## src/rtl/dds_pkg.sv

```systemverilog
// Shared constants and elaboration-time helpers for the dual-phase synthesizer.
// Assumes the accumulator is at most 40 bits so that the degree conversion
// constant fits in 64 bits.
package dds_pkg;

    // Fraction bits kept in the degree-to-phase conversion constant.
    localparam int CONV_FRAC = 16;

    // Quarter-wave magnitude for table index idx, centred half a step into the
    // interval, evaluated with a Taylor series at elaboration time.
    function automatic int quarter_sine(input int idx, input int depth, input int amp_max);
        real x;
        real term;
        real s;
        x    = (3.14159265358979323846 / 2.0) * (2.0 * idx + 1.0) / (2.0 * depth);
        term = x;
        s    = x;
        for (int n = 1; n <= 9; n++) begin
            term = -term * x * x / ((2.0 * n) * (2.0 * n + 1.0));
            s    = s + term;
        end
        return $rtoi(amp_max * s + 0.5);
    endfunction

endpackage

```

## src/rtl/dds_tuning_regs.sv

```systemverilog
// Capture registers for the tuning word and the channel B offset.
// The degree input is saturated to 359 and converted to accumulator units
// as round(deg * 2^ACC_W / 360) with a constant multiply. Both registers
// update on the same edge, and only when load is high.
module dds_tuning_regs #(
    parameter int ACC_W = 32,
    parameter int DEG_W = 9
) (
    input  logic             clk,
    input  logic             rst_n,
    input  logic             load,
    input  logic [ACC_W-1:0] tune_word,
    input  logic [DEG_W-1:0] phase_deg,
    output logic [ACC_W-1:0] ftw_q,
    output logic [ACC_W-1:0] off_q
);
    import dds_pkg::*;

    localparam int          DEG_LIMIT = 359;
    localparam logic [63:0] DEG_K     = ((64'd1 << (ACC_W + CONV_FRAC)) + 64'd180) / 64'd360;
    localparam logic [63:0] HALF_LSB  = 64'd1 << (CONV_FRAC - 1);
    localparam logic [63:0] MAX_PROD  = 64'(DEG_LIMIT) * DEG_K + HALF_LSB;
    localparam logic [ACC_W-1:0] OFF_MAX = ACC_W'(MAX_PROD >> CONV_FRAC);

    logic [DEG_W-1:0] deg_sat;
    logic [63:0]      prod;
    logic [ACC_W-1:0] off_next;

    // Clamp out-of-range degree requests to the last whole degree.
    always_comb begin
        deg_sat = (phase_deg > DEG_W'(DEG_LIMIT)) ? DEG_W'(DEG_LIMIT) : phase_deg;
    end

    // Scale degrees to phase units with rounding.
    always_comb begin
        prod     = 64'(deg_sat) * DEG_K + HALF_LSB;
        off_next = ACC_W'(prod >> CONV_FRAC);
    end

    // Take both settings together on the load strobe.
    always_ff @(posedge clk) begin
        if (!rst_n) begin
            ftw_q <= '0;
            off_q <= '0;
        end else if (load) begin
            ftw_q <= tune_word;
            off_q <= off_next;
        end
    end

    a_r5_hold_without_load: assert property (@(posedge clk) disable iff (!rst_n)
        ($past(rst_n) && !$past(load)) |-> ($stable(ftw_q) && $stable(off_q)))
        else $error("settings changed without a load strobe");

    a_r4_offset_in_range: assert property (@(posedge clk) disable iff (!rst_n)
        off_q <= OFF_MAX)
        else $error("captured offset exceeds 359 degrees");

endmodule

```

## src/rtl/dds_phase_acc.sv

```systemverilog
// Shared phase accumulator. It adds the captured tuning word every clock and
// wraps naturally at 2^ACC_W. It clears to zero in reset.
module dds_phase_acc #(
    parameter int ACC_W = 32
) (
    input  logic             clk,
    input  logic             rst_n,
    input  logic [ACC_W-1:0] ftw,
    output logic [ACC_W-1:0] acc_q
);

    // Advance the phase by one tuning step per clock.
    always_ff @(posedge clk) begin
        if (!rst_n) begin
            acc_q <= '0;
        end else begin
            acc_q <= acc_q + ftw;
        end
    end

    a_r1_step: assert property (@(posedge clk) disable iff (!rst_n)
        $past(rst_n) |-> (acc_q == $past(acc_q) + $past(ftw)))
        else $error("accumulator did not advance by the tuning word");

endmodule

```

## src/rtl/dds_sine_lut.sv

```systemverilog
// Quarter-wave sine lookup with quadrant mirroring, two register stages.
// Stage 1 registers the magnitude read from the mirrored address together
// with the sign. Stage 2 registers the signed sample. It assumes PH_W >= 3.
module dds_sine_lut #(
    parameter int PH_W  = 10,
    parameter int AMP_W = 12
) (
    input  logic                   clk,
    input  logic                   rst_n,
    input  logic [PH_W-1:0]        phase,
    output logic signed [AMP_W:0]  sample
);
    import dds_pkg::*;

    localparam int QA_W    = PH_W - 2;
    localparam int DEPTH   = 1 << QA_W;
    localparam int AMP_MAX = (1 << AMP_W) - 1;

    logic [AMP_W-1:0] rom [DEPTH];
    logic [QA_W-1:0]  addr;
    logic [AMP_W-1:0] mag_q;
    logic             neg_q;

    for (genvar i = 0; i < DEPTH; i++) begin : g_rom
        assign rom[i] = AMP_W'(quarter_sine(i, DEPTH, AMP_MAX));
    end

    // Mirror the address in the second and fourth quadrants.
    always_comb begin
        addr = phase[PH_W-2] ? ~phase[QA_W-1:0] : phase[QA_W-1:0];
    end

    // Stage 1: read the magnitude and keep the half-cycle sign.
    always_ff @(posedge clk) begin
        if (!rst_n) begin
            mag_q <= '0;
            neg_q <= 1'b0;
        end else begin
            mag_q <= rom[addr];
            neg_q <= phase[PH_W-1];
        end
    end

    // Stage 2: apply the sign to form the two's-complement sample.
    always_ff @(posedge clk) begin
        if (!rst_n) begin
            sample <= '0;
        end else if (neg_q) begin
            sample <= -$signed({1'b0, mag_q});
        end else begin
            sample <= $signed({1'b0, mag_q});
        end
    end

    a_r2_sign_follows_half: assert property (@(posedge clk) disable iff (!rst_n)
        ($past(rst_n) && $past(mag_q) != '0) |-> (sample[AMP_W] == $past(neg_q)))
        else $error("sample sign does not follow the upper half-cycle bit");

endmodule

```

## src/rtl/dual_phase_dds.sv

```systemverilog
// Top of the dual-channel synthesizer. One accumulator feeds channel A
// directly. Channel B adds the captured degree offset. Each channel has an
// identical two-stage lookup, so both channels share the same latency. The
// valid flag marks the point where both lookup pipelines hold data.
module dual_phase_dds #(
    parameter int ACC_W = 32,
    parameter int PH_W  = 10,
    parameter int AMP_W = 12,
    parameter int DEG_W = 9
) (
    input  logic                  clk,
    input  logic                  rst_n,
    input  logic [ACC_W-1:0]      tune_word,
    input  logic [DEG_W-1:0]      phase_deg,
    input  logic                  load,
    output logic signed [AMP_W:0] samp_a,
    output logic signed [AMP_W:0] samp_b,
    output logic                  samp_valid
);

    localparam int N_CH     = 2;
    localparam int LAT      = 2;
    localparam int PH_SHIFT = ACC_W - PH_W;
    localparam int AMP_MAX  = (1 << AMP_W) - 1;

    logic [ACC_W-1:0]      ftw_q;
    logic [ACC_W-1:0]      off_q;
    logic [ACC_W-1:0]      acc_q;
    logic [PH_W-1:0]       ch_phase [N_CH];
    logic signed [AMP_W:0] ch_samp  [N_CH];
    logic [LAT-1:0]        fill_q;

    dds_tuning_regs #(.ACC_W(ACC_W), .DEG_W(DEG_W)) u_regs (
        .clk       (clk),
        .rst_n     (rst_n),
        .load      (load),
        .tune_word (tune_word),
        .phase_deg (phase_deg),
        .ftw_q     (ftw_q),
        .off_q     (off_q)
    );

    dds_phase_acc #(.ACC_W(ACC_W)) u_acc (
        .clk   (clk),
        .rst_n (rst_n),
        .ftw   (ftw_q),
        .acc_q (acc_q)
    );

    // Derive each channel's table phase from the shared accumulator.
    always_comb begin
        ch_phase[0] = PH_W'(acc_q >> PH_SHIFT);
        ch_phase[1] = PH_W'((acc_q + off_q) >> PH_SHIFT);
    end

    for (genvar c = 0; c < N_CH; c++) begin : g_ch
        dds_sine_lut #(.PH_W(PH_W), .AMP_W(AMP_W)) u_lut (
            .clk    (clk),
            .rst_n  (rst_n),
            .phase  (ch_phase[c]),
            .sample (ch_samp[c])
        );
    end

    // Shift in ones after reset to mark when the pipelines are primed.
    always_ff @(posedge clk) begin
        if (!rst_n) begin
            fill_q <= '0;
        end else begin
            fill_q <= {fill_q[LAT-2:0], 1'b1};
        end
    end

    assign samp_a     = ch_samp[0];
    assign samp_b     = ch_samp[1];
    assign samp_valid = fill_q[LAT-1];

    a_r9_valid_holds: assert property (@(posedge clk) disable iff (!rst_n)
        samp_valid |=> samp_valid)
        else $error("valid dropped without reset");

    a_r9_idle_zero: assert property (@(posedge clk) disable iff (!rst_n)
        !samp_valid |-> (samp_a == '0 && samp_b == '0))
        else $error("samples nonzero before valid");

    a_r2_nonzero_bounded: assert property (@(posedge clk) disable iff (!rst_n)
        samp_valid |-> (samp_a != '0 && samp_b != '0 &&
                        samp_a <= AMP_MAX && samp_a >= -AMP_MAX &&
                        samp_b <= AMP_MAX && samp_b >= -AMP_MAX))
        else $error("sample outside the table range");

endmodule

```

## config.mk

```make
export PLATFORM = sky130hd
export DESIGN_NAME = dual_phase_dds
export DESIGN_NICKNAME = d
export VERILOG_FILES = /design/src/rtl/dds_pkg.sv /design/src/rtl/dds_tuning_regs.sv /design/src/rtl/dds_phase_acc.sv /design/src/rtl/dds_sine_lut.sv /design/src/rtl/dual_phase_dds.sv
export SDC_FILE = /design/constraint.sdc
export NUM_CORES = 1
export LEC_CHECK = 0
export BUFFER_PORTS_ARGS = -buffer_cell sky130_fd_sc_hd__buf_2
export CAP_MARGIN = 20
export CORE_MARGIN = 8
export CORE_UTILIZATION = 40
export CTS_CLUSTER_SIZE = 28
export DETAILED_ROUTE_END_ITERATION = 6
export PLACE_DENSITY = 0.55
export SETUP_SLACK_MARGIN = 0.02
export SYNTH_ARGS = -nofsm -noshare
export SYNTH_HDL_FRONTEND = slang
export SYNTH_SLANG_ARGS = --single-unit
```

## constraint.sdc

```tcl
create_clock -name clk -period 10.6 [get_ports clk]
set_clock_uncertainty 0.05 [all_clocks]
set_input_delay 1.06 -clock clk [delete_from_list [all_inputs] [get_ports clk]]
set_output_delay 1.06 -clock clk [all_outputs]
set_load 0.02 [all_outputs]
```

# Word-level counts from Yosys, hierarchy flattened
# Memory sizes are Yosys's and may differ from the RTL's. A register that Yosys moved wholly into a read port is not among the register bits.
# Cells that the tools add are included.
dict set report word_totals {
  regBits 126
  latch_bits 0
  mem_bits_rw 0
  mem_bits_ro 6144
  input_bits 44
  out_inout_bits 27
  elab_cells 34
  mem_count 2
}
dict set report op_classes {
  n_addsub 5
  multipliers 1
  div 0
  magnitude_cmp 1
  eq_ne 0
  n_shift 0
  n_mux 6
  bitwise_logic 4
  n_reduce_logical 4
}
# name depth width rd rd_ports_with_merged_regs wr line
set memory_table {}
lappend memory_table {{(name not given)} 256 12 1 1 0 dds_sine_lut.sv:39} ;# mag_q <= rom[addr];
lappend memory_table {{(name not given)} 256 12 1 1 0 dds_sine_lut.sv:39}
# operator count
set ops {}
lappend ops {{$add A32 B32 Y32} 2}
lappend ops {{$add A48 B16 Y48 const B} 1}
lappend ops {{$mul A9 B40 Y48 const B} 1}
lappend ops {{$neg A12 Y13} 2}
lappend ops {{$mux W12} 2}
lappend ops {{$not A8 Y9} 2}
lappend ops {{$mux W8} 2}
lappend ops {{$not A8 Y8} 2}
lappend ops {{$gt A9 B9 Y1 const B} 1}
lappend ops {{$mux W9} 1}
lappend ops {{$reduce_and A2 Y1} 2}
lappend ops {{$logic_not A1 Y1} 2}
lappend ops {{$mux W1} 1}

# Longest topological paths before layout
dict set report logic_depth {
  ltp_word 4
  depth_mapped 24
  ltp_nobuf 23
}

# Cells and area by module
# Synthesis repeated with hierarchy kept, for this count alone.
dict set report unflattened {
  cells_unflattened 3239
  area_unflattened_um2 23127.2
}
# module instances cells_per_inst area_each_um2 seq_area_each_um2
set modules_own_cells {}
lappend modules_own_cells {{dds_sine_lut at g_ch[0].u_lut} 1 1029 6899.1 520.5}
lappend modules_own_cells {{dds_sine_lut at g_ch[1].u_lut} 1 1019 6341.1 520.5}
lappend modules_own_cells {dds_tuning_regs 1 684 5835.6 1281.2}
lappend modules_own_cells {dds_phase_acc 1 342 2796.4 640.6}
lappend modules_own_cells {dual_phase_dds 1 165 1255.0 40.0}

# Least setup slack after synthesis
# No wires, ideal clock.
dict set report synth_timing {
  kind {input port to flip-flop}
  from {input port phase_deg[3]}
  to {register u_regs.off_q[19]}
  setup_time_ns 0.086
  t_arrival_ns 7.082
  t_required_ns 10.464
  setup_slack_ns 3.383
  cell_stages 24
  n_path_buf 1
  path_cell_list {o211a_1 o21ai_0 nand2b_1 ha_1 fa_1 inv_1 fa_1 fa_1 inv_1 ha_1 ha_1 clkbuf_1 nand4_1 inv_1 a221o_1 a2111o_1 a31oi_1 nor3_1 o31ai_1 a31o_2 nor2b_1 o21ai_0 xnor2_1 a211oi_1}
}
dict set report synth_between {
  elab_chain_len 4
}
# item line
set synth_lines {}
lappend synth_lines {{start: declaration} dual_phase_dds.sv:14} ;# input logic [DEG_W-1:0] phase_deg,
lappend synth_lines {{$gt A9 B9 Y1} dds_tuning_regs.sv:31} ;# deg_sat = (phase_deg > DEG_W'(DEG_LIMIT)) ? DEG_W'(DEG_LIMIT) : phase_deg;
lappend synth_lines {{$mux W9 (*)} dds_tuning_regs.sv:31}
lappend synth_lines {{$mul A9 B40 Y48 (*)} dds_tuning_regs.sv:36} ;# prod = 64'(deg_sat) * DEG_K + HALF_LSB;
lappend synth_lines {{$add A48 B16 Y48 (*)} dds_tuning_regs.sv:36}
lappend synth_lines {{end signal: assignment} dds_tuning_regs.sv:47} ;# off_q <= off_next;
lappend synth_lines {{end: declaration} dds_tuning_regs.sv:15} ;# output logic [ACC_W-1:0] off_q
# Mark *: on every way between the ends. The rest lies on a longest branch, timed or not.
# A chain may end at the register's enable or synchronous reset.

# Worst setup path in the final report
# Same ends and word-level chain as after synthesis.

==> results.json <==
{
  "run_status": "finished with violations",
  "violations": "design-rule violations",
  "place.gp.congestion": 0.983,
  "ir_worst_vdd_uv": 312,
  "avgSynthCellArea_um2": 7.33,
  "grt_max_degree": 67,
  "ys_top_cells_by_area": "dfxtp_1 17%, ha_1 13%, nor2_1 6.1%, a21oi_1 5.4%, o21ai_0 5.3%",
  "num_antenna_cells": 0,
  "drive_above_1_share_pct": 7.81,
  "cpLargestDelayFamily": "adder cells",
  "clk_pin_slew_ns": 0.07,
  "critPathLaunch": "phase_deg[3]",
  "yosys.area.top_type": "dfxtp_1",
  "routedWlPerCell_um": 22.7,
  "fin_util_pct": 43.3,
  "path_max_fanout": 9,
  "ctsHoldBuffers": 0,
  "cap_violations": 0,
  "drt-pass1-iter-count": 7,
  "critical_path_class": "primary input to register",
  "p_leak_nw": 8.09,
  "yosysTopAreaCellShare_pct": 16.9,
  "rsz0062_at_grt": "false",
  "cts_buffers": 17,
  "min_path_cells": 1,
  "nets": 2626,
  "max_stage_delay_ns": 0.58,
  "pwr_density_cell_nw_per_um2": 369,
  "drt_iter0_drc": 2131,
  "first_global_vias": 18100,
  "maxSlewViolCount": 0,
  "end_kind": "register",
  "final.setup.tns_ns": 0,
  "grt.total_usage_pct": 25.7,
  "reg2reg_setup_slack_ns": 3.89,
  "arrival_ns": 8.01,
  "ys_types": 97,
  "timing.rr.end": "g_ch[1].u_lut.mag_q[2]",
  "synth_edf_count": 0,
  "rows": 77,
  "dieArea_um2": 51400,
  "min_path_type": "register to register",
  "crit_path_start_kind": "primary input",
  "ant_nets": 0,
  "synth_flop_cell": "dfxtp_1",
  "die_w_um": 227,
  "clk_path_buf_depth": 2,
  "dpl.hpwl_mm": 48.4,
  "reg2reg_from": "u_acc.acc_q[23]",
  "post_cts_buffers": 0,
  "syn2layout_area_growth_pct": 7.25,
  "vias": 19000,
  "root_buffer": "clkbuf_16",
  "gr-total-overflow": 0,
  "cts_tree": "done",
  "path_buf_inv": 4,
  "die_h_um": 227,
  "intPower_w": 0.00285,
  "initial_core_util_pct": 40.4,
  "worstSetupEndpoint": "u_regs.off_q[19]",
  "yosysSeqAreaShare_pct": 16.9,
  "netSwitchingFraction_pct": 59.5,
  "drt_wl_total_mm": 67.6,
  "period_share_pct": 72.5,
  "layout_commonest_cell": "nor2_1",
  "clkSinkCount": 150,
  "ctsResizeCount": 0,
  "grt_pass1_wl_mm": 105,
  "hold_violations": 0,
  "portBuffers": 70,
  "setup_violations": 0,
  "tightest_slew_ns": 1.07,
  "drc_errors": 4,
  "period_minus_slack_ns": 7.69,
  "layout_common_cells": "287 x nor2_1, 190 x a21oi_1, 188 x o21ai_0",
  "slew_headroom_pct": 28.3,
  "yosys_warnings": 0,
  "path_cells": "buf_2 > o211a_1 > o21ai_0 > nand2b_1 > ha_1 > fa_1 > inv_1 > fa_1 > fa_1 > inv_1 > ha_1 > ha_1 > nand4_1 > inv_1 > a221o_1 > a2111o_1 > a31oi_1 > nor3_1 > o31ai_1 > a31o_2 > nor2b_1 > o21ai_0 > xnor2_1 > a211oi_1",
  "required_ns": 10.92,
  "vias_per_cell": 6.40,
  "async_reset_ff_share_pct": 0,
  "syn_inst": 2424,
  "syn_area_um2": 17800,
  "critical_path_depth": 24,
  "seqPwrFrac_pct": 11.5,
  "slowest_stage": "o21ai_0",
  "max_freq_ghz": 0.130,
  "r2r_cells": 15,
  "p_sw_w": 0.00419,
  "clkPwrFrac_pct": 8.5,
  "combPwrFrac_pct": 80.0,
  "antenna_found_initial": 1,
  "htree_levels": 4,
  "core_um2": 44000,
  "synth-seq-cells": 150,
  "clock_latency_ns": 0.45,
  "synth_nets": 2680,
  "pin_count": 71
}
## state kept, by name, summed over array words and instances (netlist names)
name,count
u_regs.off_q,32
g_ch.u_lut.neg_q,2
g_ch.u_lut.sample,26
u_acc.acc_q,32
g_ch.u_lut.mag_q,24
u_regs.ftw_q,32
fill_q,2
## through the flow
stage                     worst slack, ns  cells  power (W)  hold slack (ns)  area, um^2
after floorplan                      3.38   2424    0.00463            0.362       17800
after global placement               2.73   2942    0.00626            0.369       18500
after detailed placement             2.45   2942    0.00622            0.373       18500
after CTS                            2.98   2974    0.00686            0.399       19000
after global routing                 2.40   2975    0.00747            0.421       19100
final                                2.91   2975    0.00703            0.392       19100
## worst min path at each step
| stage | start | to | slack, ns |
|---|---|---|---|
| after floorplan | fill_q[0] | fill_q[1] | 0.36 |
| after global placement | fill_q[0] | fill_q[1] | 0.37 |
| after detailed placement | fill_q[0] | fill_q[1] | 0.37 |
| after CTS | fill_q[0] | fill_q[1] | 0.40 |
| after global routing | fill_q[0] | fill_q[1] | 0.42 |
| final | fill_q[0] | fill_q[1] | 0.39 |
## synthesized netlist by cell type (all sizes together) (7+ instances only)
| library cell | n |
|---|---|
| fa | 32 |
| nor2 | 287 |
| a211o | 8 |
| o221ai | 25 |
| clkbuf | 136 |
| mux2i | 58 |
| inv | 112 |
| dfxtp | 150 |
| or3 | 14 |
| a21oi | 193 |
| o22ai | 33 |
| o21ai | 197 |
| nand4 | 21 |
| a21o | 32 |
| nand3 | 70 |
| o21bai | 7 |
| buf | 49 |
| nor4 | 11 |
| xor2 | 55 |
| o21a | 11 |
| and3 | 14 |
| ha | 180 |
| a211oi | 52 |
| nor3 | 68 |
| xnor2 | 63 |
| a2111oi | 13 |
| nand2 | 182 |
| a32oi | 9 |
| o211ai | 41 |
| o311a | 7 |
| o311ai | 18 |
| a31oi | 49 |
| nor3b | 10 |
| o31ai | 22 |
| nor2b | 14 |
| o2111ai | 10 |
| a311oi | 18 |
| a221oi | 16 |
| and2 | 16 |
| o41ai | 9 |
| nand2b | 18 |
## layer usage
layer | vias up | global-route usage (%) | part of all wire, %
met1 | 9032 | 34.7 | 44
met2 | 967 | 39.5 | 44
met5 | - | 0 | 0.019
met3 | 171 | 5.37 | 8.4
li1 | 8856 | - | -
met4 | 2 | 10.1 | 3.2
## cell type report
class / count / area (um^2)
repair buffers: 112 / 666
well taps: 592 / 741
clock buffers: 18 / 439
flip-flops and latches: 150 / 3000
inverters: 115 / 434
multi-input cells: 1974 / 13600
clock inverters: 14 / 131
fillers: 4642 / 25000
## cell families (layout without fill, tap and decap cells)
logic type / count (synthesis) / in the layout / synth area share (%)
buffers and inverters: 300 / 259 / 6.73
xor gates and xnor gates: 118 / 118 / 6.01
and+or+nand+nor: 750 / 750 / 19.3
muxes: 63 / 63 / 3.58
AOI/OAI and AO/OA: 830 / 830 / 31.2
adders and majority gates: 213 / 213 / 16.3
DFF: 150 / 150 / 16.9
## power by group through the flow
| stage | Sequential [W] | Combinational, W | Clock (W) |
|---|---|---|---|
| detailed placement | 0.000821 | 0.00540 | 0 |
| floorplan | 0.000811 | 0.00382 | 0 |
| global placement | 0.000818 | 0.00544 | 0 |
| global route | 0.000824 | 0.00601 | 0.000640 |
| CTS | 0.000809 | 0.00543 | 0.000616 |
| finish | 0.000811 | 0.00563 | 0.000595 |
Power figures use the tool's default switching activity.
